$ cat src/rtl/cam_cfg_pkg.sv
package cam_cfg_pkg;

    // Bus pin state produced by the write engine
    typedef struct packed {
        logic sioc;
        logic sda_o;
        logic sda_oe;
    } sccb_pins_t;

    localparam sccb_pins_t BUS_IDLE = '{sioc: 1'b1, sda_o: 1'b1, sda_oe: 1'b0};

    localparam int PAYLOAD_W      = 32;
    localparam int SLOTS_PER_BYTE = 9;
    localparam int BYTES_PER_WR   = 4;
    localparam int BIT_SLOTS      = SLOTS_PER_BYTE * BYTES_PER_WR;  // 36
    localparam int STOP_SLOT      = BIT_SLOTS + 1;                  // 37
    localparam int GUARD_SLOT     = BIT_SLOTS + 2;                  // 38

    // Settings table generator: address and data from entry index
    function automatic logic [15:0] tbl_addr(logic [15:0] base, int unsigned idx);
        return base + 16'(idx);
    endfunction

    function automatic logic [7:0] tbl_data(int unsigned idx);
        return 8'(idx) ^ 8'hA5;
    endfunction

endpackage

$ cat src/rtl/cam_pwr_seq.sv
module cam_pwr_seq #(
    parameter int RST_DLY  = 25000,
    parameter int BOOT_DLY = 500000
) (
    input  logic clk,
    input  logic rst_n,
    output logic pwdn,
    output logic resetb,
    output logic ready
);
    localparam int MAX_DLY = (RST_DLY > BOOT_DLY) ? RST_DLY : BOOT_DLY;
    localparam int CNT_W   = $clog2(MAX_DLY + 1);

    typedef enum logic [1:0] {P_OFF, P_HOLD, P_BOOT, P_RDY} pstage_e;

    typedef struct packed {
        pstage_e          stage;
        logic [CNT_W-1:0] cnt;
        logic             pwdn;
        logic             resetb;
    } pwr_t;

    pwr_t d, q;

    always_comb begin
        d = q;
        case (q.stage)
            P_OFF: begin
                d.pwdn  = 1'b0;
                d.stage = P_HOLD;
                d.cnt   = '0;
            end
            P_HOLD: begin
                if (q.cnt == CNT_W'(RST_DLY - 1)) begin
                    d.resetb = 1'b1;
                    d.stage  = P_BOOT;
                    d.cnt    = '0;
                end else begin
                    d.cnt = q.cnt + 1'b1;
                end
            end
            P_BOOT: begin
                if (q.cnt == CNT_W'(BOOT_DLY - 1)) begin
                    d.stage = P_RDY;
                    d.cnt   = '0;
                end else begin
                    d.cnt = q.cnt + 1'b1;
                end
            end
            default: d = q;
        endcase
    end

    always_ff @(posedge clk or negedge rst_n) begin
        if (!rst_n) begin
            q <= '{stage: P_OFF, cnt: '0, pwdn: 1'b1, resetb: 1'b0};
        end else begin
            q <= d;
        end
    end

    assign pwdn   = q.pwdn;
    assign resetb = q.resetb;
    assign ready  = (q.stage == P_RDY);

endmodule

$ cat src/rtl/cam_cfg_table.sv
module cam_cfg_table
    import cam_cfg_pkg::*;
#(
    parameter int          IDX_W     = 9,
    parameter logic [7:0]  DEV_ID    = 8'h78,
    parameter logic [15:0] ADDR_BASE = 16'h3000
) (
    input  logic [IDX_W-1:0]     idx,
    output logic [PAYLOAD_W-1:0] payload
);
    always_comb begin
        payload = {DEV_ID, tbl_addr(ADDR_BASE, 32'(idx)), tbl_data(32'(idx))};
    end
endmodule

$ cat src/rtl/sccb_wr_engine.sv
module sccb_wr_engine
    import cam_cfg_pkg::*;
#(
    parameter int QTR_CYC = 63
) (
    input  logic                 clk,
    input  logic                 rst_n,
    input  logic                 start,
    input  logic [PAYLOAD_W-1:0] payload,
    output logic                 sioc,
    output logic                 sda_o,
    output logic                 sda_oe,
    output logic                 fin
);
    localparam int DIV_W = (QTR_CYC > 1) ? $clog2(QTR_CYC) : 1;

    typedef struct packed {
        logic                 busy;
        logic [5:0]           slot;
        logic [1:0]           ph;
        logic [DIV_W-1:0]     div;
        logic [PAYLOAD_W-1:0] word;
        logic                 fin;
        sccb_pins_t           pins;
    } eng_t;

    eng_t d, q;

    // Pin values for one quarter of one slot
    function automatic sccb_pins_t slot_pins(logic [5:0] slot, logic [1:0] ph,
                                             logic [PAYLOAD_W-1:0] w);
        sccb_pins_t p;
        int b, byt, pos;
        p = BUS_IDLE;
        if (slot == 6'd0) begin
            p.sioc   = (ph != 2'd3);
            p.sda_o  = (ph < 2'd2);
            p.sda_oe = 1'b1;
        end else if (slot == 6'(STOP_SLOT)) begin
            p.sioc   = (ph != 2'd0);
            p.sda_o  = (ph >= 2'd2);
            p.sda_oe = 1'b1;
        end else if (slot == 6'(GUARD_SLOT)) begin
            p = BUS_IDLE;
        end else begin
            b   = int'(slot) - 1;
            byt = b / SLOTS_PER_BYTE;
            pos = b % SLOTS_PER_BYTE;
            p.sioc = (ph == 2'd1) || (ph == 2'd2);
            if (pos == SLOTS_PER_BYTE - 1) begin
                p.sda_o  = 1'b1;
                p.sda_oe = 1'b0;
            end else begin
                p.sda_o  = w[PAYLOAD_W - 1 - byt * 8 - pos];
                p.sda_oe = 1'b1;
            end
        end
        return p;
    endfunction

    always_comb begin
        d     = q;
        d.fin = 1'b0;
        if (!q.busy) begin
            if (start) begin
                d.busy = 1'b1;
                d.slot = '0;
                d.ph   = '0;
                d.div  = '0;
                d.word = payload;
            end
        end else if (q.div == DIV_W'(QTR_CYC - 1)) begin
            d.div = '0;
            d.ph  = q.ph + 1'b1;
            if (q.ph == 2'd3) begin
                if (q.slot == 6'(GUARD_SLOT)) begin
                    d.busy = 1'b0;
                    d.fin  = 1'b1;
                end else begin
                    d.slot = q.slot + 1'b1;
                end
            end
        end else begin
            d.div = q.div + 1'b1;
        end
        d.pins = d.busy ? slot_pins(d.slot, d.ph, d.word) : BUS_IDLE;
    end

    always_ff @(posedge clk or negedge rst_n) begin
        if (!rst_n) begin
            q <= '{busy: 1'b0, slot: '0, ph: '0, div: '0, word: '0,
                   fin: 1'b0, pins: BUS_IDLE};
        end else begin
            q <= d;
        end
    end

    assign sioc   = q.pins.sioc;
    assign sda_o  = q.pins.sda_o;
    assign sda_oe = q.pins.sda_oe;
    assign fin    = q.fin;

endmodule

$ cat src/rtl/cam_init_ctrl.sv
module cam_init_ctrl
    import cam_cfg_pkg::*;
#(
    parameter int          N_REGS    = 304,
    parameter logic [7:0]  DEV_ID    = 8'h78,
    parameter logic [15:0] ADDR_BASE = 16'h3000,
    parameter int          QTR_CYC   = 63,
    parameter int          RST_DLY   = 25000,
    parameter int          BOOT_DLY  = 500000
) (
    input  logic clk,
    input  logic rst_n,
    output logic cam_pwdn,
    output logic cam_resetb,
    output logic sccb_clk,
    output logic sccb_data_o,
    output logic sccb_data_oe,
    output logic config_done
);
    localparam int IDX_W = (N_REGS > 1) ? $clog2(N_REGS) : 1;

    typedef enum logic [1:0] {C_WAIT, C_LAUNCH, C_BUSY, C_FIN} ctl_e;

    typedef struct packed {
        ctl_e             ctl;
        logic [IDX_W-1:0] idx;
        logic             done;
    } top_t;

    top_t d, q;

    logic                 pwr_ready;
    logic                 wr_fin;
    logic                 wr_start;
    logic [PAYLOAD_W-1:0] wr_payload;
    logic [IDX_W-1:0]     wr_idx;

    cam_pwr_seq #(.RST_DLY(RST_DLY), .BOOT_DLY(BOOT_DLY)) u_pwr (
        .clk    (clk),
        .rst_n  (rst_n),
        .pwdn   (cam_pwdn),
        .resetb (cam_resetb),
        .ready  (pwr_ready)
    );

    cam_cfg_table #(.IDX_W(IDX_W), .DEV_ID(DEV_ID), .ADDR_BASE(ADDR_BASE)) u_tbl (
        .idx     (wr_idx),
        .payload (wr_payload)
    );

    sccb_wr_engine #(.QTR_CYC(QTR_CYC)) u_eng (
        .clk     (clk),
        .rst_n   (rst_n),
        .start   (wr_start),
        .payload (wr_payload),
        .sioc    (sccb_clk),
        .sda_o   (sccb_data_o),
        .sda_oe  (sccb_data_oe),
        .fin     (wr_fin)
    );

    always_comb begin
        d = q;
        case (q.ctl)
            C_WAIT:   if (pwr_ready) d.ctl = C_LAUNCH;
            C_LAUNCH: d.ctl = C_BUSY;
            C_BUSY: begin
                if (wr_fin) begin
                    if (q.idx == IDX_W'(N_REGS - 1)) begin
                        d.ctl  = C_FIN;
                        d.done = 1'b1;
                    end else begin
                        d.idx = q.idx + 1'b1;
                        d.ctl = C_LAUNCH;
                    end
                end
            end
            default: d = q;
        endcase
    end

    always_ff @(posedge clk or negedge rst_n) begin
        if (!rst_n) begin
            q <= '{ctl: C_WAIT, idx: '0, done: 1'b0};
        end else begin
            q <= d;
        end
    end

    assign wr_start    = (q.ctl == C_LAUNCH);
    assign wr_idx      = q.idx;
    assign config_done = q.done;

endmodule

$ cat config.mk
export PLATFORM = sky130hd
export DESIGN_NAME = cam_init_ctrl
export DESIGN_NICKNAME = d
export VERILOG_FILES = /design/src/rtl/cam_cfg_pkg.sv /design/src/rtl/cam_pwr_seq.sv /design/src/rtl/cam_cfg_table.sv /design/src/rtl/sccb_wr_engine.sv /design/src/rtl/cam_init_ctrl.sv
export SDC_FILE = /design/constraint.sdc
export NUM_CORES = 1
export LEC_CHECK = 0
export ABC_AREA = 1
export BUFFER_PORTS_ARGS = -buffer_cell sky130_fd_sc_hd__buf_2
export CAP_MARGIN = 20
export CELL_PAD_IN_SITES_DETAIL_PLACEMENT = 1
export CELL_PAD_IN_SITES_GLOBAL_PLACEMENT = 2
export CORE_MARGIN = 4
export CORE_UTILIZATION = 34
export CTS_CLUSTER_DIAMETER = 120
export DETAILED_ROUTE_END_ITERATION = 16
export GPL_TIMING_DRIVEN = 0
export HOLD_SLACK_MARGIN = 0.06
export PLACE_DENSITY_LB_ADDON = 0.1
export RECOVER_POWER = 50
export SLEW_MARGIN = 20
export SYNTH_ARGS = -nofsm -noshare
export SYNTH_HDL_FRONTEND = slang
export SYNTH_SLANG_ARGS = --single-unit
$ cat constraint.sdc
create_clock -name clk -period 6.7 [get_ports clk]
set_input_delay 1.005 -clock clk [delete_from_list [all_inputs] [get_ports clk]]
set_output_delay 1.005 -clock clk [all_outputs]
set_load 0.01 [all_outputs]
## After elaboration in Yosys (flattened, before gate mapping)

Cells that the tools add are included.

| word-level totals | value |
|---|---|
| input port bits | 2 |
| bits in registers | 86 |

| cells by class | value |
|---|---|
| div/mod/pow operators | 2 |
| bitwise logic cells | 2 |
| $lt $le $gt $ge | 3 |
| reductions and logical operators | 13 |
| equality and inequality tests | 21 |
| add/subtract/negate cells | 9 |
| mux-type cells | 31 |

Operators with widths:

| cell | count |
|---|---|
| $pmux 21 s3 | 1 |
| $mux 47 | 1 |
| $mux 19 | 2 |
| $div 32x5->32 const B | 1 |
| $eq 32x5->1 const B | 1 |
| $lt 32x7->1 const B | 1 |
| $mod 32x5->32 const B | 1 |
| $mux 32 | 1 |
| $sub 32x32->32 | 1 |
| $sub 6x32->32 const A | 1 |
| $eq 6x6->1 const B | 4 |
| $add 19x1->19 const B | 1 |
| $eq 19x15->1 const B | 1 |
| $eq 19x19->1 const B | 1 |
| $mux 9 | 2 |
| $add 14x9->15 const A | 1 |
| $mux 15 | 1 |
| $add 6x1->6 const B | 2 |
| $mux 12 | 1 |
| $mux 3 | 4 |
| $mux 6 | 2 |
| $reduce_and 3->1 | 4 |
| $eq 2x2->1 const B | 5 |
| $mux 2 | 5 |
| other kinds (21) | 36 |

## Logic depth before layout (Yosys ltp)

Gate-level depths: netlist (run 1).

| logic depth | value |
|---|---|
| depth after elaboration | 17 |
| mapped depth | 59 |

## Hierarchy

Synthesis (run 1) repeated with hierarchy kept, for this count alone.

| unflattened totals | value |
|---|---|
| cells, all modules | 1059 |
| area total of the unflattened synthesis | 7145.6 µm² |

Modules (own cells, without submodules):

| module | times used | seq. area each (µm²) | area each (µm²) | cells each |
|---|---|---|---|---|
| sccb_wr_engine | 1 | 1278.7 | 4508.1 | 684 |
| cam_pwr_seq | 1 | 576.8 | 1604.0 | 232 |
| cam_init_ctrl | 1 | 300.3 | 800.8 | 109 |
| cam_cfg_table | 1 | 0.0 | 232.7 | 34 |

## Worst setup path after synthesis (run 1)

Ideal clock, no wire load.

| timing path | value |
|---|---|
| path type | reg2reg |
| start point | reg u_eng.q[36] (netlist bit) |
| end point | reg u_eng.q (netlist bit u_eng.sda_o) |
| buffers on the path | 1 |
| setup time | 0.075 ns |
| arrival time | 6.187 ns |
| data required time | 6.625 ns |
| stages on the path, launching flop included | 53 |
| path slack | 0.437 ns |
| cell sequence | dfrtp_1 -> inv_1 -> ha_1 -> nand2_1 -> nor2_1 -> nand3_1 -> clkinv_1 -> nand4_1 -> nand2_2 -> ha_1 -> nand4_1 -> nor2_4 -> nand3_4 -> clkinv_4 -> nand2_2 -> nand2_2 -> inv_1 -> ha_1 -> (+17 left out) -> nand2_2 -> buf_4 -> ha_1 -> inv_1 -> nand2_1 -> xnor2_1 -> inv_1 -> ha_1 -> xnor2_1 -> inv_1 -> nand2_1 -> nand2_1 -> nand2_1 -> nand2_1 -> nor2_1 -> nand2_1 -> nand2_1 -> nand2_1 |

RTL lines:

| element | RTL line | source |
|---|---|---|
| start, declared | sccb_wr_engine.sv:27 | `eng_t d, q;` |
| start signal, assigned | sccb_wr_engine.sv:91 | `q <= '{busy: 1'b0, slot: '0, ph: '0, div: '0, word: '0,` |

==> reports/results.tsv, run 1 <==
stage	metric	value	unit
cells_and_area	nFillCells	2175	
critical_path	worst_path_max_delay_cell	dfrtp_1	
detailed_routing	wire_per_inst	14.2	um
critical_path	r2r.worst_path.cells	57	
clock_network	clkLatencyLatePin	0.35	ns
power_and_ir_drop	leakagePower	3.86	nW
sta	fmax	159	MHz
synth	synthCells	838	
sta	tightest_slew	2.43	ns
cells_and_area	fin_cells	1133	
detailed_routing	drt_iter0_markers	212	
sta	slew_headroom	-61.7	%
run	maxCapViolations	2	
critical_path	endpoint_kind	register	
cells_and_area	multiInputGateArea	3730	sq um
cells_and_area	seq_area	2160	sq um
critical_path	arrival	6.57	ns
synth	async_flop_share	100	%
global_routing	grt_usage	16.6	%
clock_network	clk_pin_slew_worst_paths	0.07	ns
critical_path	critPathLaunch	u_eng.q[36]$_DFFE_PN0P_	
synth	yosysTopAreaCell	dfrtp_1	
sta	period_share	94.0	%
synth	synth_warnings	0	
synth	synth.yosys.seq_area_share	34.9	%
synth	synth_edf_count	0	
floorplan	start_util	35.2	%
placement	hpwlAfterDp	12300	um
critical_path	r2r_start	u_eng.q[36]$_DFFE_PN0P_	
synth	synth_seq_cells	86	
power_and_ir_drop	peakVddDrop	0.000147	V
synth	ys.flop_type	dfrtp_1	
cells_and_area	antenna_cells	0	
sta	drv_slew	89	
floorplan	ios	8	
critical_path	cpPeakStageDelay	0.39	ns
clock_network	clock_path_buffers	2	
hold_path	hp-class	reg2reg	
clock_network	root_buffer	clkbuf_16	
placement	gp_congestion	0.810	
floorplan	rows	48	
power_and_ir_drop	sw_frac_of_total	20.3	%
critical_path	crit_end	u_eng.sda_o$_DFF_PN1_	
critical_path	critPathMaxFanout	6	
critical_path	r2r-end	u_eng.sda_o$_DFF_PN1_	
power_and_ir_drop	internal_power	0.000885	W
critical_path	cp_common_cell	nand2_1	
synth	netlist.area_leader.share	33.7	%
sta	setup_violations	0	
detailed_routing	via_per_inst	4.81	
outcome	outcome	finished, violations left	
synth	synthDistinctLibCells	49	
power_and_ir_drop	comb_power_share	0.9	%
critical_path	crit_type	reg2reg	
global_routing	grt_max_degree	45	
floorplan	die_w	143	um
cells_and_area	drive_above_1_share	23.5	%
synth	syn_area	6170	sq um
power_and_ir_drop	clock_power_share	52.3	%
cells_and_area	nets	939	
floorplan	die_y	143	um
synth	synthTopCellsByArea	dfrtp_1, nand2_1, inv_1	
detailed_routing	drc_errors	0	
synth	syn-num-nets	874	
cells_and_area	layout_common_cells	nand2_1, inv_1, dfrtp_1, nor2_1, buf_4	
cells_and_area	layout_commonest_cell	nand2_1	
detailed_routing	wl	16100	um
global_routing	grt_pass1_vias	5685	
sta	hold_viol_final	0	
clock_network	cts_tree	built	
clock_network	htree_levels	3	
synth	syn_area_per_cell	7.36	sq um
detailed_routing	vias	5450	
sta	period_minus_slack	6.30	ns
global_routing	grt_pass1_wl	27800	um
outcome	violations	max-capacitance violations, max-slew violations	
power_and_ir_drop	p_per_area	148	nW/um^2
placement	place_inst	1071	
global_routing	grt_overflow	0	
power_and_ir_drop	total_power	0.00111	W
placement	port_buffers	7	
detailed_routing	detail-route-antenna-nets	0	
cells_and_area	syn_to_final_growth	21.5	%
critical_path	rrSetupSlack	0.40	ns
sta	fin_worst_skew	0.0128	ns
floorplan	core_area	17500	sq um
detailed_routing	drt_pass1_iterations	6	
global_routing	antenna_found_initial	0	
critical_path	worst_setup_path_start_kind	register	
power_and_ir_drop	power_frac_seq	46.7	%
power_and_ir_drop	p_switching	0.000226	W
clock_network	numCtsBuffers	9	
floorplan	dieArea	20400	sq um
critical_path	required	6.97	ns
clock_network	numClockSinks	86	
==> final cells by class <==
cell class / count / area share, %
Tap cell: 225 / 3.76
Clock inverter: 7 / 1.60
Clock buffer: 9 / 3.01
Timing Repair Buffer: 54 / 5.16
Sequential cell: 86 / 28.8
Inverter: 136 / 7.06
Buffer: 11 / 0.852
Multi-Input combinational cell: 605 / 49.8
==> routing by layer <==
layer  global-route usage (%)  wire (um)  vias to the layer above
met1                     22.3       7890                     2639
met2                     27.9       7790                       36
li1                         -          -                     2763
met5                        0          0                        -
met3                     2.68        283                       12
met4                     4.00        176                        0
==> worst min path at each step <==
| stage | depth (start not counted) | endpoint | slack, ns | from |
|---|---|---|---|---|
| final | 2 | u_pwr.pwdn$_DFFE_PN1N_ | 0.45 | u_pwr.pwdn$_DFFE_PN1N_ |
| after global routing | 1 | u_eng.q[25]$_DFF_PN0_ | 0.47 | u_eng.q[25]$_DFF_PN0_ |
| after CTS | 2 | u_pwr.pwdn$_DFFE_PN1N_ | 0.45 | u_pwr.pwdn$_DFFE_PN1N_ |
| after detailed placement | 1 | u_eng.q[25]$_DFF_PN0_ | 0.44 | u_eng.q[25]$_DFF_PN0_ |
| after global placement | 2 | u_pwr.pwdn$_DFFE_PN1N_ | 0.43 | u_pwr.pwdn$_DFFE_PN1N_ |
| after floorplan | 2 | u_eng.q[24]$_DFF_PN0_ | 0.42 | u_eng.q[24]$_DFF_PN0_ |
==> flip-flops by register name (all words and copies together) (netlist names) <==
register	count
u_eng.q	47
u_pwr.q	21
wr_idx	9
q	2
config_done	1
u_eng.fin	1
u_eng.sda_o	1
u_eng.sda_oe	1
u_eng.sioc	1
u_pwr.pwdn	1
u_pwr.resetb	1
==> Yosys cell counts (2+ instances only) <==
cell type    n
o211ai_1     2
xor2_1      21
nand2_1    231
or2_2        5
o21ai_0     29
nand3_2      5
a21oi_1     19
nor2_1      71
nor3_1      19
nand2_2     29
nand4_4      2
ha_1        34
buf_4        3
xnor2_1      7
nor2_8       3
dfstp_2      3
clkbuf_1     6
nand3_1     50
clkinv_1     2
dfrtp_1     83
inv_1      121
nand2_4     10
nand3_4      5
nor2_2       3
nand3b_1     4
o21a_1       2
o21ai_1      6
inv_2       11
nor4_1       7
nand4_1     15
o22ai_1      7
nor2_4       6
==> power by group through the flow <==
stage	combinational, W	sequential, W	clock [W]
floorplan	0.00000000224	0.000529	0
global placement	0.0000110	0.000529	0
detailed placement	0.0000138	0.000529	0
CTS	0.0000137	0.000519	0.000600
global route	0.0000131	0.000519	0.000621
finish	0.0000105	0.000519	0.000581
==> metrics by stage <==
stage          utilization (%)  cell area [sq um]  TNS (ns)  hold slack, ns  worst slack [ns]
5_1_grt                   42.7               7490   -0.0944           0.466           -0.0944
6_report                  42.7               7490         0           0.446             0.402
3_3_place_gp              37.0               6480    -0.986           0.426            -0.683
2_1_floorplan                -               6170         0           0.416             0.437
4_1_cts                   40.1               7030         0           0.453           0.00425
3_5_place_dp              37.2               6520     -1.21           0.441            -0.826
==> critical path, delay by kind of cell (launching register included) <==
family	cells	cell delay (ns)
simple gates	38	3.41
fa+ha+maj	7	1.31
xor+xnor	1	0.20
flops	1	0.39
buf+inv	11	0.86
==> logic make-up after synthesis <==
| family | count (synthesis) | share of synthesized area (%) |
|---|---|---|
| buf+inv | 147 | 9.37 |
| fa+ha+maj | 34 | 6.90 |
| compound gates | 73 | 6.71 |
| xor+xnor | 29 | 4.24 |
| simple gates | 468 | 37.6 |
| mux | 1 | 0.183 |
| flops | 86 | 34.9 |
==> what timing repair did <==
| item | in CTS | in global routing |
|---|---|---|
| hold buffers | 0 | 0 |
| setup endpoints to repair | 2 | 2 |
| setup buffers | 11 | 35 |
| pin swaps | 10 | 38 |
| gates resized for setup | 22 | 58 |
No activity file was read; power rests on OpenSTA's default activity.
==> inputs of run 2 (changes only) <==
--- a/config.mk
+++ b/config.mk
@@ -5,13 +5,13 @@
 export SDC_FILE = /design/constraint.sdc
 export NUM_CORES = 1
 export LEC_CHECK = 0
-export ABC_AREA = 1
+export ABC_AREA = 0
 export BUFFER_PORTS_ARGS = -buffer_cell sky130_fd_sc_hd__buf_2
 export CAP_MARGIN = 20
 export CELL_PAD_IN_SITES_DETAIL_PLACEMENT = 1
 export CELL_PAD_IN_SITES_GLOBAL_PLACEMENT = 2
 export CORE_MARGIN = 4
-export CORE_UTILIZATION = 34
+export CORE_UTILIZATION = 37
 export CTS_CLUSTER_DIAMETER = 120
 export DETAILED_ROUTE_END_ITERATION = 16
 export GPL_TIMING_DRIVEN = 0
==> run 2 against run 1 <==
The run ends with max-capacitance violations, max-slew violations, negative setup slack left. Wire length up 6.7%. Sequential power about the same. Die area down 9.1%.
==> reports/results.tsv, run 2 <==
stage	metric	value	unit	change
critical_path	cpPeakStageDelay	0.37	ns	-0.02 ns
synth	ys.flop_type	dfrtp_1		
critical_path	worst_setup_path_start_kind	register		
synth	synthDistinctLibCells	96		+96%
synth	synth_fa_ha_area_share	7.02	%	+0.12 points
critical_path	crit_family	compound AO/OA/AOI/OAI gates		
power_and_ir_drop	peakVddDrop	0.000110	V	-25%
floorplan	die_y	136	um	-4.7%
synth	synth_edf_count	0		unchanged
sta	hold_viol_final	0		unchanged
sta	fmax	123	MHz	-22%
detailed_routing	drt_iter0_markers	225		+6.1%
clock_network	root_buffer	clkbuf_16		
detailed_routing	wire_per_inst	18.1	um	+27%
outcome	violations	max-capacitance violations, max-slew violations, negative setup slack		
synth	synth-compound-area-share	21.0	%	+14 points
detailed_routing	drt_pass1_iterations	4		-2
sta	tightest_slew	2.92	ns	+0.491 ns
power_and_ir_drop	leakagePower	3.42	nW	-11%
clock_network	hold_buffers	0		unchanged
sta	rsz0062_at_grt	true		
power_and_ir_drop	total_power	0.00103	W	-7.6%
synth	async_flop_share	100	%	unchanged
floorplan	core_area	15900	sq um	-9.1%
outcome	outcome	finished, violations left		
critical_path	crit_type	reg2reg		
critical_path	required	6.97	ns	about the same
synth	synthXorXnorAreaFrac	3.96	%	-0.28 points
power_and_ir_drop	p_per_area	139	nW/um^2	-6.2%
cells_and_area	syn_to_final_growth	21.8	%	
sta	slew_headroom	-94.5	%	-33 points
sta	drv_slew	89		unchanged
synth	synth_seq_cells	86		unchanged
sta	setup_violations	2		+2
synth	synth-simple-area-share	23.4	%	-14 points
global_routing	grt_max_degree	55		+22%
synth	synth_warnings	0		unchanged
detailed_routing	wl	17200	um	+6.7%
clock_network	clk_pin_slew_worst_paths	0.07	ns	about the same
detailed_routing	detail-route-antenna-nets	0		unchanged
critical_path	endpoint_kind	register		
clock_network	clock_path_buffers	2		unchanged
synth	synth_commonest_cells	nand2_1, dfrtp_1, o21ai_0		
sta	setup_slack	-1.40	ns	-1.80 ns
cells_and_area	layout_common_cells	nand2_1, dfrtp_1, buf_4, o21ai_0, nor2_1		
sta	fin_tns_setup	-2.29	ns	-2.29 ns
placement	gp_congestion	0.844		+4.2%
sta	holdWs	0.464	ns	+0.0175 ns
clock_network	clkLatencyLatePin	0.35	ns	about the same
critical_path	arrival	8.37	ns	+1.80 ns
sta	period_share	121	%	+27 points
floorplan	rows	46		-4.2%
critical_path	cp_num_buf_inv	8		-3
cells_and_area	largest_reg_flops	47		unchanged
synth	yosysMostFrequentCell	nand2_1		
hold_path	hp-class	reg2reg		
detailed_routing	vias	5326		-2.3%
sta	period_minus_slack	8.10	ns	+1.80 ns
detailed_routing	via_per_inst	5.59		+16%
synth	synth_top_family_by_area	simple AND/OR/NAND/NOR gates		
synth	synthCells	663		-21%
global_routing	antenna_found_initial	0		unchanged
synth	netlist.area_leader.share	34.3	%	+0.58 points
synth	syn-num-nets	699		-20%
critical_path	cp_common_cell	ha_4		
detailed_routing	drc_errors	0		unchanged
critical_path	worst_path_max_delay_cell	dfrtp_1		
clock_network	numCtsBuffers	9		unchanged
sta	fin_worst_skew	0.0143	ns	+0.00142 ns
critical_path	critPathMaxFanout	3		-3
placement	port_buffers	7		unchanged
floorplan	die_w	136	um	-4.7%
clock_network	numClockSinks	86		unchanged
floorplan	start_util	38.0	%	+2.9 points
synth	synthTopCellsByArea	dfrtp_1, ha_1, nand2_1		
global_routing	grt_pass1_vias	5704		+0.33%
floorplan	ios	8		unchanged
run	maxCapViolations	2		unchanged
global_routing	grt_usage	19.2	%	+2.6 points
cells_and_area	drive_above_1_share	24.3	%	+0.83 points
cells_and_area	antenna_cells	0		unchanged
synth	synth.area.mux_share	5.30	%	+5.1 points
synth	syn_area_per_cell	9.15	sq um	+24%
placement	hpwlAfterDp	12200	um	-0.46%
cells_and_area	nets	768		-18%
synth	syn_area	6060	sq um	-1.7%
synth	synth.yosys.seq_area_share	35.6	%	+0.61 points
global_routing	grt_overflow	0		unchanged
floorplan	dieArea	18500	sq um	-9.1%
global_routing	grt_pass1_wl	28700	um	+3.0%
cells_and_area	layout_commonest_cell	nand2_1		
clock_network	htree_levels	3		unchanged
synth	yosysTopAreaCell	dfrtp_1		
cells_and_area	top_register	u_eng.q		
clock_network	cts_tree	built		
## run 2: worst paths after layout
| kind | from | end | slack, ns | cells past startpoint |
|---|---|---|---|---|
| hold reg to reg | u_eng.q[34]$_DFF_PN0_ | u_eng.q[34]$_DFF_PN0_ | 0.46 | 1 |
| setup / recovery | u_eng.q[44]$_DFF_PN0_ | u_eng.sda_o$_DFF_PN1_ | -1.40 | 42 |
| hold / removal | u_eng.q[34]$_DFF_PN0_ | u_eng.q[34]$_DFF_PN0_ | 0.46 | 1 |
| min in group asynchronous | rst_n | u_pwr.q[8]$_DFFE_PN0P_ | 1.13 | 1 |
| max in group asynchronous | rst_n | u_eng.q[27]$_DFF_PN0_ | 2.04 | 2 |
| setup reg to reg | u_eng.q[44]$_DFF_PN0_ | u_eng.sda_o$_DFF_PN1_ | -1.40 | 42 |
## run 2: cell type report
cell class | instances | area, sq um
clock inverters | 6 | 52.6
repair buffers | 60 | 459
well taps | 216 | 270
plain buffers | 17 | 100
fillers | 1857 | 8560
multi-input cells | 525 | 3960
inverters | 33 | 144
clock buffers | 10 | 239
flip-flops and latches | 86 | 2160
## run 2: where the power goes
part | internal, W | switching, W
sequential | 0.000519 | 0
clock | 0.000267 | 0.000231
combinational | 0.000000206 | 0.0000100
## run 2: metal layers
metal	part of all wire, %	up-vias	GRT usage (%)
met1	47	2674	25.1
li1	-	2584	-
met3	2.4	16	3.29
met2	49	52	32.7
met4	1.1	0	5.04
met5	0	-	0
## run 2: logic make-up (layout without fill, tap and decap cells)
family	Yosys count	after routing
compound gates	169	169
fa+ha+maj	34	34
xor+xnor	25	25
mux	27	27
simple gates	270	270
flops	86	86
buf+inv	52	126
## run 2: what timing repair did
item                                    4_1_cts  5_1_grt
pin swaps                                    21       25
cloned                                        0        0
resized for setup                            28       13
setup buffers                                39       13
endpoints found under the setup margin        2        2
## run 2: metrics by stage
| stage | instance area (sq um) | utilization, % | cells | worst slack, ns |
|---|---|---|---|---|
| CTS | 7270 | 45.6 | 941 | -1.64 |
| global route | 7390 | 46.3 | 953 | -1.76 |
| detailed placement | 6580 | 41.2 | 887 | -3.27 |
| floorplan | 6240 | - | 663 | -1.69 |
| finish | 7390 | 46.3 | 953 | -1.40 |
| global placement | 6550 | 41.1 | 886 | -3.24 |
